$ cat src/rtl/serial_regif_pkg.sv
package serial_regif_pkg;
  localparam int DATA_W   = 8;
  localparam int N_REG    = 16;
  localparam int IDX_W    = $clog2(N_REG);
  localparam int N_CH     = 2;
  localparam int MODE_SH  = 6;
  localparam int BAUD_W   = 2 * DATA_W + 1 + MODE_SH;

  localparam logic [DATA_W-1:0] KEEP_R1      = 8'h24;
  localparam logic [DATA_W-1:0] KEEP_R5      = 8'h61;
  localparam logic [DATA_W-1:0] SOFT_R15     = 8'hF8;
  localparam logic [DATA_W-1:0] KEEP_ST      = 8'hB8;
  localparam logic [DATA_W-1:0] SET_ST       = 8'h44;
  localparam logic [DATA_W-1:0] PWR_ST       = 8'h04;
  localparam logic [DATA_W-1:0] HARD_R11     = 8'h08;

  typedef struct packed {
    logic [N_CH-1:0]   wrChan;
    logic [N_CH-1:0]   rstChan;
    logic              rstHard;
    logic              rdCtl;
    logic              chan;
    logic [IDX_W-1:0]  idx;
    logic [DATA_W-1:0] data;
  } regStb_t;
endpackage

$ cat src/rtl/serial_regif_ctrl.sv
module serial_regif_ctrl
  import serial_regif_pkg::*;
(
  input  logic              clk,
  input  logic              rstN,
  input  logic              swapSel,
  input  logic              busValid,
  input  logic              busWrite,
  input  logic [1:0]        busAddr,
  input  logic [DATA_W-1:0] busWdata,
  output regStb_t           stb
);
  logic selPort, selChan, ctlAcc, ctlWrite, regWrite, isRst;
  logic [IDX_W-1:0] ptrQ [N_CH];
  logic [IDX_W-1:0] curPtr, loadPtr;

  assign selPort  = swapSel ? busAddr[1] : busAddr[0];
  assign selChan  = swapSel ? busAddr[0] : busAddr[1];
  assign ctlAcc   = busValid && !selPort;
  assign ctlWrite = ctlAcc && busWrite;
  assign curPtr   = ptrQ[selChan];
  assign regWrite = ctlWrite && (curPtr != '0);
  assign isRst    = regWrite && (curPtr == IDX_W'(9)) && (busWdata[7:6] != 2'b00);
  assign loadPtr  = {busWdata[5:3] == 3'd1, busWdata[2:0]};

  always_comb begin
    stb         = '0;
    stb.chan    = selChan;
    stb.idx     = curPtr;
    stb.data    = busWdata;
    stb.rdCtl   = ctlAcc && !busWrite;
    stb.rstHard = isRst && (busWdata[7:6] == 2'b11);
    if (isRst) stb.rstChan = {busWdata[7], busWdata[6]};
    if (regWrite && !isRst) stb.wrChan[selChan] = 1'b1;
  end

  for (genvar c = 0; c < N_CH; c++) begin : g_ptr
    always_ff @(posedge clk or negedge rstN) begin
      if (!rstN) ptrQ[c] <= '0;
      else if (stb.rstChan[c]) ptrQ[c] <= '0;
      else if (ctlAcc && selChan == c) begin
        if (busWrite && ptrQ[c] == '0) ptrQ[c] <= loadPtr;
        else ptrQ[c] <= '0;
      end
    end

    p_ptr_load_r1: assert property (@(posedge clk) disable iff (!rstN)
      (ctlWrite && selChan == c && ptrQ[c] == '0) |=>
      ptrQ[c] == {$past(busWdata[5:3]) == 3'd1, $past(busWdata[2:0])});

    p_ptr_return_r2: assert property (@(posedge clk) disable iff (!rstN)
      (ctlAcc && selChan == c && (!busWrite || ptrQ[c] != '0)) |=> ptrQ[c] == '0);

    p_data_port_r12: assert property (@(posedge clk) disable iff (!rstN)
      (busValid && selPort) |=> $stable(ptrQ[c]));
  end
endmodule

$ cat src/rtl/serial_regif_dp.sv
module serial_regif_dp
  import serial_regif_pkg::*;
(
  input  logic                   clk,
  input  logic                   rstN,
  input  regStb_t                stb,
  output logic [DATA_W-1:0]      busRdata,
  output logic [N_CH-1:0]        parityEn,
  output logic [N_CH-1:0]        parityEven,
  output logic [N_CH-1:0]        twoStop,
  output logic [N_CH*4-1:0]      dataBits,
  output logic [N_CH*BAUD_W-1:0] baudDiv,
  output logic [N_CH-1:0]        rxEnable,
  output logic [N_CH-1:0]        txEnable,
  output logic [N_CH-1:0]        loopback
);
  logic [DATA_W-1:0] chanRd [N_CH];

  for (genvar c = 0; c < N_CH; c++) begin : g_chan
    logic [DATA_W-1:0] wrQ [N_REG];
    logic [DATA_W-1:0] rr0Q, rr12Q, rr13Q;
    logic [2*DATA_W:0] baseDiv;
    logic [BAUD_W-1:0] fullDiv;

    always_ff @(posedge clk or negedge rstN) begin
      if (!rstN) begin
        for (int i = 0; i < N_REG; i++) wrQ[i] <= '0;
        rr0Q  <= PWR_ST;
        rr12Q <= '0;
        rr13Q <= '0;
      end else if (stb.rstChan[c]) begin
        wrQ[1]  <= wrQ[1] & KEEP_R1;
        wrQ[3]  <= wrQ[3] & 8'hFE;
        wrQ[4]  <= wrQ[4] | 8'h04;
        wrQ[5]  <= wrQ[5] & KEEP_R5;
        wrQ[15] <= SOFT_R15;
        rr0Q    <= (rr0Q & KEEP_ST) | SET_ST;
        if (stb.rstHard) begin
          wrQ[9]  <= (wrQ[9] & 8'h03) | 8'hC0;
          wrQ[10] <= '0;
          wrQ[11] <= HARD_R11;
          wrQ[14] <= (wrQ[14] & 8'hC0) | 8'h30;
        end else begin
          wrQ[9]  <= wrQ[9] & 8'hDF;
          wrQ[10] <= wrQ[10] & 8'h60;
          wrQ[14] <= (wrQ[14] & 8'hC3) | 8'h20;
        end
      end else if (stb.wrChan[c]) begin
        wrQ[stb.idx] <= stb.data;
        if (stb.idx == IDX_W'(3) && stb.data[4]) rr0Q <= rr0Q | 8'h10;
        if (stb.idx == IDX_W'(12)) rr12Q <= stb.data;
        if (stb.idx == IDX_W'(13)) rr13Q <= stb.data;
      end
    end

    always_comb begin
      case (stb.idx)
        IDX_W'(0):  chanRd[c] = rr0Q;
        IDX_W'(12): chanRd[c] = rr12Q;
        IDX_W'(13): chanRd[c] = rr13Q;
        default:    chanRd[c] = '0;
      endcase
    end

    assign baseDiv = {1'b0, wrQ[13], wrQ[12]} + (2*DATA_W+1)'(2);
    always_comb begin
      case (wrQ[4][7:6])
        2'b00:   fullDiv = BAUD_W'(baseDiv);
        2'b01:   fullDiv = BAUD_W'(baseDiv) << 4;
        2'b10:   fullDiv = BAUD_W'(baseDiv) << 5;
        default: fullDiv = BAUD_W'(baseDiv) << 6;
      endcase
    end

    assign baudDiv[c*BAUD_W +: BAUD_W] = fullDiv;
    assign parityEn[c]   = wrQ[4][0];
    assign parityEven[c] = wrQ[4][1];
    assign twoStop[c]    = (wrQ[4][3:2] == 2'b11);
    assign rxEnable[c]   = wrQ[3][0];
    assign txEnable[c]   = wrQ[5][3];
    assign loopback[c]   = wrQ[14][4];
    always_comb begin
      case (wrQ[5][6:5])
        2'b00:   dataBits[c*4 +: 4] = 4'd5;
        2'b01:   dataBits[c*4 +: 4] = 4'd7;
        2'b10:   dataBits[c*4 +: 4] = 4'd6;
        default: dataBits[c*4 +: 4] = 4'd8;
      endcase
    end

    p_chan_rst_r5: assert property (@(posedge clk) disable iff (!rstN)
      stb.rstChan[c] |=> (wrQ[15] == SOFT_R15) && rr0Q[2] && rr0Q[6] && !wrQ[3][0]);

    p_hard_vals_r6: assert property (@(posedge clk) disable iff (!rstN)
      stb.rstHard |=> (wrQ[11] == HARD_R11) && (wrQ[10] == '0) &&
                      (wrQ[9][7:6] == 2'b11) && (wrQ[14][5:4] == 2'b11));

    p_baud_mirror_r7: assert property (@(posedge clk) disable iff (!rstN)
      (stb.wrChan[c] && stb.idx == IDX_W'(12)) |=> rr12Q == $past(stb.data));

    p_hunt_sync_r10: assert property (@(posedge clk) disable iff (!rstN)
      (stb.wrChan[c] && stb.idx == IDX_W'(3) && stb.data[4]) |=> rr0Q[4]);
  end

  assign busRdata = stb.rdCtl ? chanRd[stb.chan] : '0;
endmodule

$ cat src/rtl/serial_regif.sv
module serial_regif
  import serial_regif_pkg::*;
(
  input  logic                   clk,
  input  logic                   rstN,
  input  logic                   swapSel,
  input  logic                   busValid,
  input  logic                   busWrite,
  input  logic [1:0]             busAddr,
  input  logic [DATA_W-1:0]      busWdata,
  output logic [DATA_W-1:0]      busRdata,
  output logic [N_CH-1:0]        parityEn,
  output logic [N_CH-1:0]        parityEven,
  output logic [N_CH-1:0]        twoStop,
  output logic [N_CH*4-1:0]      dataBits,
  output logic [N_CH*BAUD_W-1:0] baudDiv,
  output logic [N_CH-1:0]        rxEnable,
  output logic [N_CH-1:0]        txEnable,
  output logic [N_CH-1:0]        loopback
);
  regStb_t stb;

  serial_regif_ctrl u_ctrl (
    .clk(clk), .rstN(rstN), .swapSel(swapSel), .busValid(busValid),
    .busWrite(busWrite), .busAddr(busAddr), .busWdata(busWdata), .stb(stb)
  );

  serial_regif_dp u_dp (
    .clk(clk), .rstN(rstN), .stb(stb), .busRdata(busRdata),
    .parityEn(parityEn), .parityEven(parityEven), .twoStop(twoStop),
    .dataBits(dataBits), .baudDiv(baudDiv), .rxEnable(rxEnable),
    .txEnable(txEnable), .loopback(loopback)
  );
endmodule

$ cat config.mk
export PLATFORM = sky130hd
export DESIGN_NAME = serial_regif
export DESIGN_NICKNAME = d
export VERILOG_FILES = /design/src/rtl/serial_regif_pkg.sv /design/src/rtl/serial_regif_ctrl.sv /design/src/rtl/serial_regif_dp.sv /design/src/rtl/serial_regif.sv
export SDC_FILE = /design/constraint.sdc
export NUM_CORES = 1
export LEC_CHECK = 0
export ABC_AREA = 1
export BUFFER_PORTS_ARGS = -buffer_cell sky130_fd_sc_hd__buf_4
export CORE_MARGIN = 10
export CORE_UTILIZATION = 50
export CTS_BUF_LIST = sky130_fd_sc_hd__clkbuf_4
export CTS_CLUSTER_SIZE = 10
export DETAILED_ROUTE_END_ITERATION = 6
export PLACE_DENSITY = 0.79
export SYNTH_ARGS = -nofsm -noshare
export SYNTH_HDL_FRONTEND = slang
export SYNTH_SLANG_ARGS = --single-unit
export TNS_END_PERCENT = 50
$ cat constraint.sdc
create_clock -name clk -period 2.1 [get_ports clk]
set_input_delay 0 -clock clk [delete_from_list [all_inputs] [get_ports clk]]
set_output_delay 0 -clock clk [all_outputs]
set_load 0.02 [all_outputs]
==> results.md <==
- Status: finished with violations
- Failing checks: negative setup slack
- CP Capture Type: output pin
- Largest net degree at the start of global routing: 69
- Worst r2r path cells: 10
- I/O Pins: between 80 and 90
- CP Data Arrival Time: around 2.3 ns
- Gr ovfl total: 0
- Htree depth: 3
- Top post-synthesis cells by area: dfrtp_1 (33%), nand2_1 (16%), inv_1 (8.3%)
- Final count of hold timing violations: 0
- Peak Freq: about 430 MHz
- WL final: between 15 and 20 mm
- Clk_lat worst skew: 0.42 ns
- Filler cells: 786
- Hold WS: a little over 0.06 ns
- Met2 usage: between 40% and 50%
- Reg2Reg Launch Point: u_ctrl.ptrQ[3]
- WP data required: around 2.1 ns
- Worst VDD drop: about 0.9 mV
- Seq/Total Area, Yosys: between 30% and 40%
- Yosys warns: 0
- Core area: approximately 10000 µm²
- Vias per inst: between 5 and 6
- TritonCTS clock tree: yes
- Final WS setup: -0.2291 ns
- Most used routing layer: met2
- Worst-Margin Slew: between 0.8 and 0.9 ns
- Slew Viols, Final: 0
- Rel. slew slack: 42.20%
- Final min period: between 2 and 2.5 ns
- Max_cap viols: 0
- Syn_area_per_cell: 6.767 µm²
- Final nets: approximately 900
- Half-perimeter wire length after placement: 12.13 mm
- Layout area overhead: 38.92%
- Flop-to-flop setup slack: 0.19 ns
- Ant. Diodes: 0
- Hold crit path type: input port to flip-flop
- Leakage power: between 3 and 4 nW
- Die area: 14500 µm²
- DRT iter0 DRCs: just over 900
- CTS max path bufs: 2
- Via count: 6012
- DRT Pass-1 Iters: 6
- CTS Root Cell: clkbuf_4
- Number of global-route vias before repair: 5627
- Flops & latches, synth: 68
- Clk pin slew, worst setup/hold paths: about 0.12 ns
- Hold EP: u_ctrl.ptrQ[5]
- Post-Layout Cell Count: about 1000
- Worst Hold Launch: busWrite
- GRT Resource Usage Total: 23.47%
- Setup slack after placement: 0.09976 ns
- Met1 usage: between 20% and 30%
- RSZ-0062 raised after global routing: yes
- Clock skew: roughly 0.021 ns
- Pwr Total: 9.986 mW
- Placement Rows: 36
- DRC viols: 0
- Reg2Reg Capture Point: u_dp.g_chan[0].rr12Q[3]
- Hold Path Cell Cnt: 5
- First-pass GRT wire length: between 20 and 30 mm
- Initial core utilization: between 50% and 60%
- Antenna-violating nets left: 0
- Initial antenna violation count: 0
- Share of layout cells above drive strength 1: approximately 35%
- Chip width: roughly 120 µm
- Cts bufs inserted: 9
- Die H: about 120 µm
- Yosys cell types: 36
- Fin crit share: 110.9%
- Cell taking the most area after synthesis: dfrtp_1
- Syn Inst Count: 745
- Final setup viols: 25
- Power Density: between 1000 and 1500 nW/µm²
- Gpl congestion: ~0.95
- Worst Setup Start Kind: flip-flop
- CP Class: flip-flop to output pin
- Share of Yosys cell area claimed by the top area cell type: approximately a third
- Routed wire per std cell: 18.16 µm
- Clock sinks: 68
- M3 GR Usage: about 6.2%
- Placed Cells: 951
- Syn nets: ~770
- Crit-path max FO: 4
- Cell Area, Synth: a little over 5000 µm²
- IO buf count: between 80 and 90
state kept, by name, indices dropped and copies added, names as in the netlist:
name               flops
u_dp.g_chan.rr13Q      3
u_dp.parityEn          2
u_ctrl.ptrQ            8
u_dp.g_chan.rr0Q       6
u_dp.g_chan.wrQ       33
u_dp.g_chan.rr12Q      8
u_dp.loopback          2
u_dp.parityEven        2
u_dp.txEnable          2
u_dp.rxEnable          2
report_power, final:
part | internal (mW) | total [mW] | switching [mW]
Combinational | 2.98 | 7.23 | 4.25
Clock | 0.477 | 0.972 | 0.495
Sequential | 1.56 | 1.79 | 0.232
Total | 5.01 | 9.99 | 4.98
area by class of cell:
class                           instances  area, µm²  share of cell area (%)
Clock buffer                            9      67.56                  0.9648
Multi-Input combinational cell        535       3178                   45.38
Sequential cell                        68       1708                   24.39
Inverter                              115      434.2                   6.200
Clock inverter                          7      91.34                   1.304
Timing Repair Buffer                  164       1358                   19.39
Tap cell                              133      166.4                   2.376
worst max-delay path, stage by stage (launching register included):
cell and delay (ns):
dfrtp_1 0.42, ha_2 0.21, nand4_1 0.23, nor2_4 0.24
nand3_4 0.11, nor3_2 0.13, nor2_1 0.07, nor2_2 0.19
nand2_1 0.11, nand3_2 0.09, buf_6 0.11
cell usage after synthesis:
master	number
o21ai_1	25
nor4_1	5
clkbuf_1	10
a31oi_1	1
o21ai_2	4
nand3_4	2
xnor2_1	2
o2111ai_1	12
a21oi_1	10
nand3_1	61
xor2_1	7
buf_8	2
nor2_8	3
or2_2	2
ha_1	8
o221ai_1	2
nor3_1	10
inv_2	4
buf_4	10
buf_6	3
nor2_2	1
inv_1	111
o21ai_0	55
o21a_1	2
nor2_4	6
nor3_2	2
nand4_1	15
dfstp_2	2
o22ai_1	21
dfrtp_1	66
nand2_1	209
o211ai_1	3
nand2_2	6
buf_2	3
nand2_4	3
nor2_1	57
logic make-up (layout without fill, tap and decap cells):
logic type,Yosys count,count (layout),share of synthesized area [%]
fa+ha+maj,8,8,1.986
simple gates,382,383,34.75
compound gates,135,135,15.54
xor+xnor,9,9,1.564
buf+inv,143,295,12.36
flops,68,68,33.80
per-layer routing:
metal  share of wire [%]  routed length [µm]
met1                  37                6943
met3                 9.6                1790
met4                 4.3                 808
met2                  49                9178
met5                   0                   0
cells in the final DEF (no fill, tap or decap), types with 3 or more instances in the layout:
cell type and instances:
dfrtp_2 3, buf_4 132, o211ai_1 3, clkbuf_4 9
o2111ai_2 4, nor2_4 12, dlygate4sd3_1 9, nor2_2 11
inv_1 93, dfrtp_1 63, nand3_2 12, nor4_1 3
nor3_2 4, nor2_8 3, o2111ai_1 8, o21ai_1 36
nand3_4 5, nor3_4 3, nor2_1 41, o21ai_2 14
nor3_1 5, buf_6 21, nand2_2 23, nand4_1 15
ha_1 6, o22ai_1 21, nand2_4 11, xor2_2 4
inv_2 21, o21ai_0 34, nand3_1 46, a21oi_1 8
nand2_1 185
timing repair:
item,in CTS,in global routing
buffers inserted,32,22
hold buffers,9,0
gates cloned,1,0
hold endpoints to repair,108,0
endpoints found under the setup margin,38,42
gates resized for setup,77,94
pin swaps,31,36
per-stage QoR:
step	TNS [ns]	cell area [µm²]	util [%]
after floorplan	0	5041	-
after global placement	0	5774	58.80
after detailed placement	0	5774	58.80
after CTS	-0.7525	6558	66.78
after global routing	-6.757	7003	71.32
final	-2.914	7003	71.32
worst max-delay path by stage:
stage / start / endpoint / slack, ns / cells after the start
floorplan: u_dp.g_chan[1].wrQ[25] / baudDiv[44] / 0.24 / 8
global placement: u_dp.g_chan[1].wrQ[25] / baudDiv[36] / 0.18 / 10
detailed placement: u_dp.g_chan[1].wrQ[25] / baudDiv[36] / 0.1 / 10
CTS: u_dp.g_chan[1].wrQ[25] / baudDiv[34] / -0.11 / 10
global route: u_dp.g_chan[1].wrQ[26] / baudDiv[34] / -0.34 / 10
finish: u_dp.g_chan[1].wrQ[25] / baudDiv[42] / -0.23 / 10
Note: power is estimated with default switching activity, not from simulation.
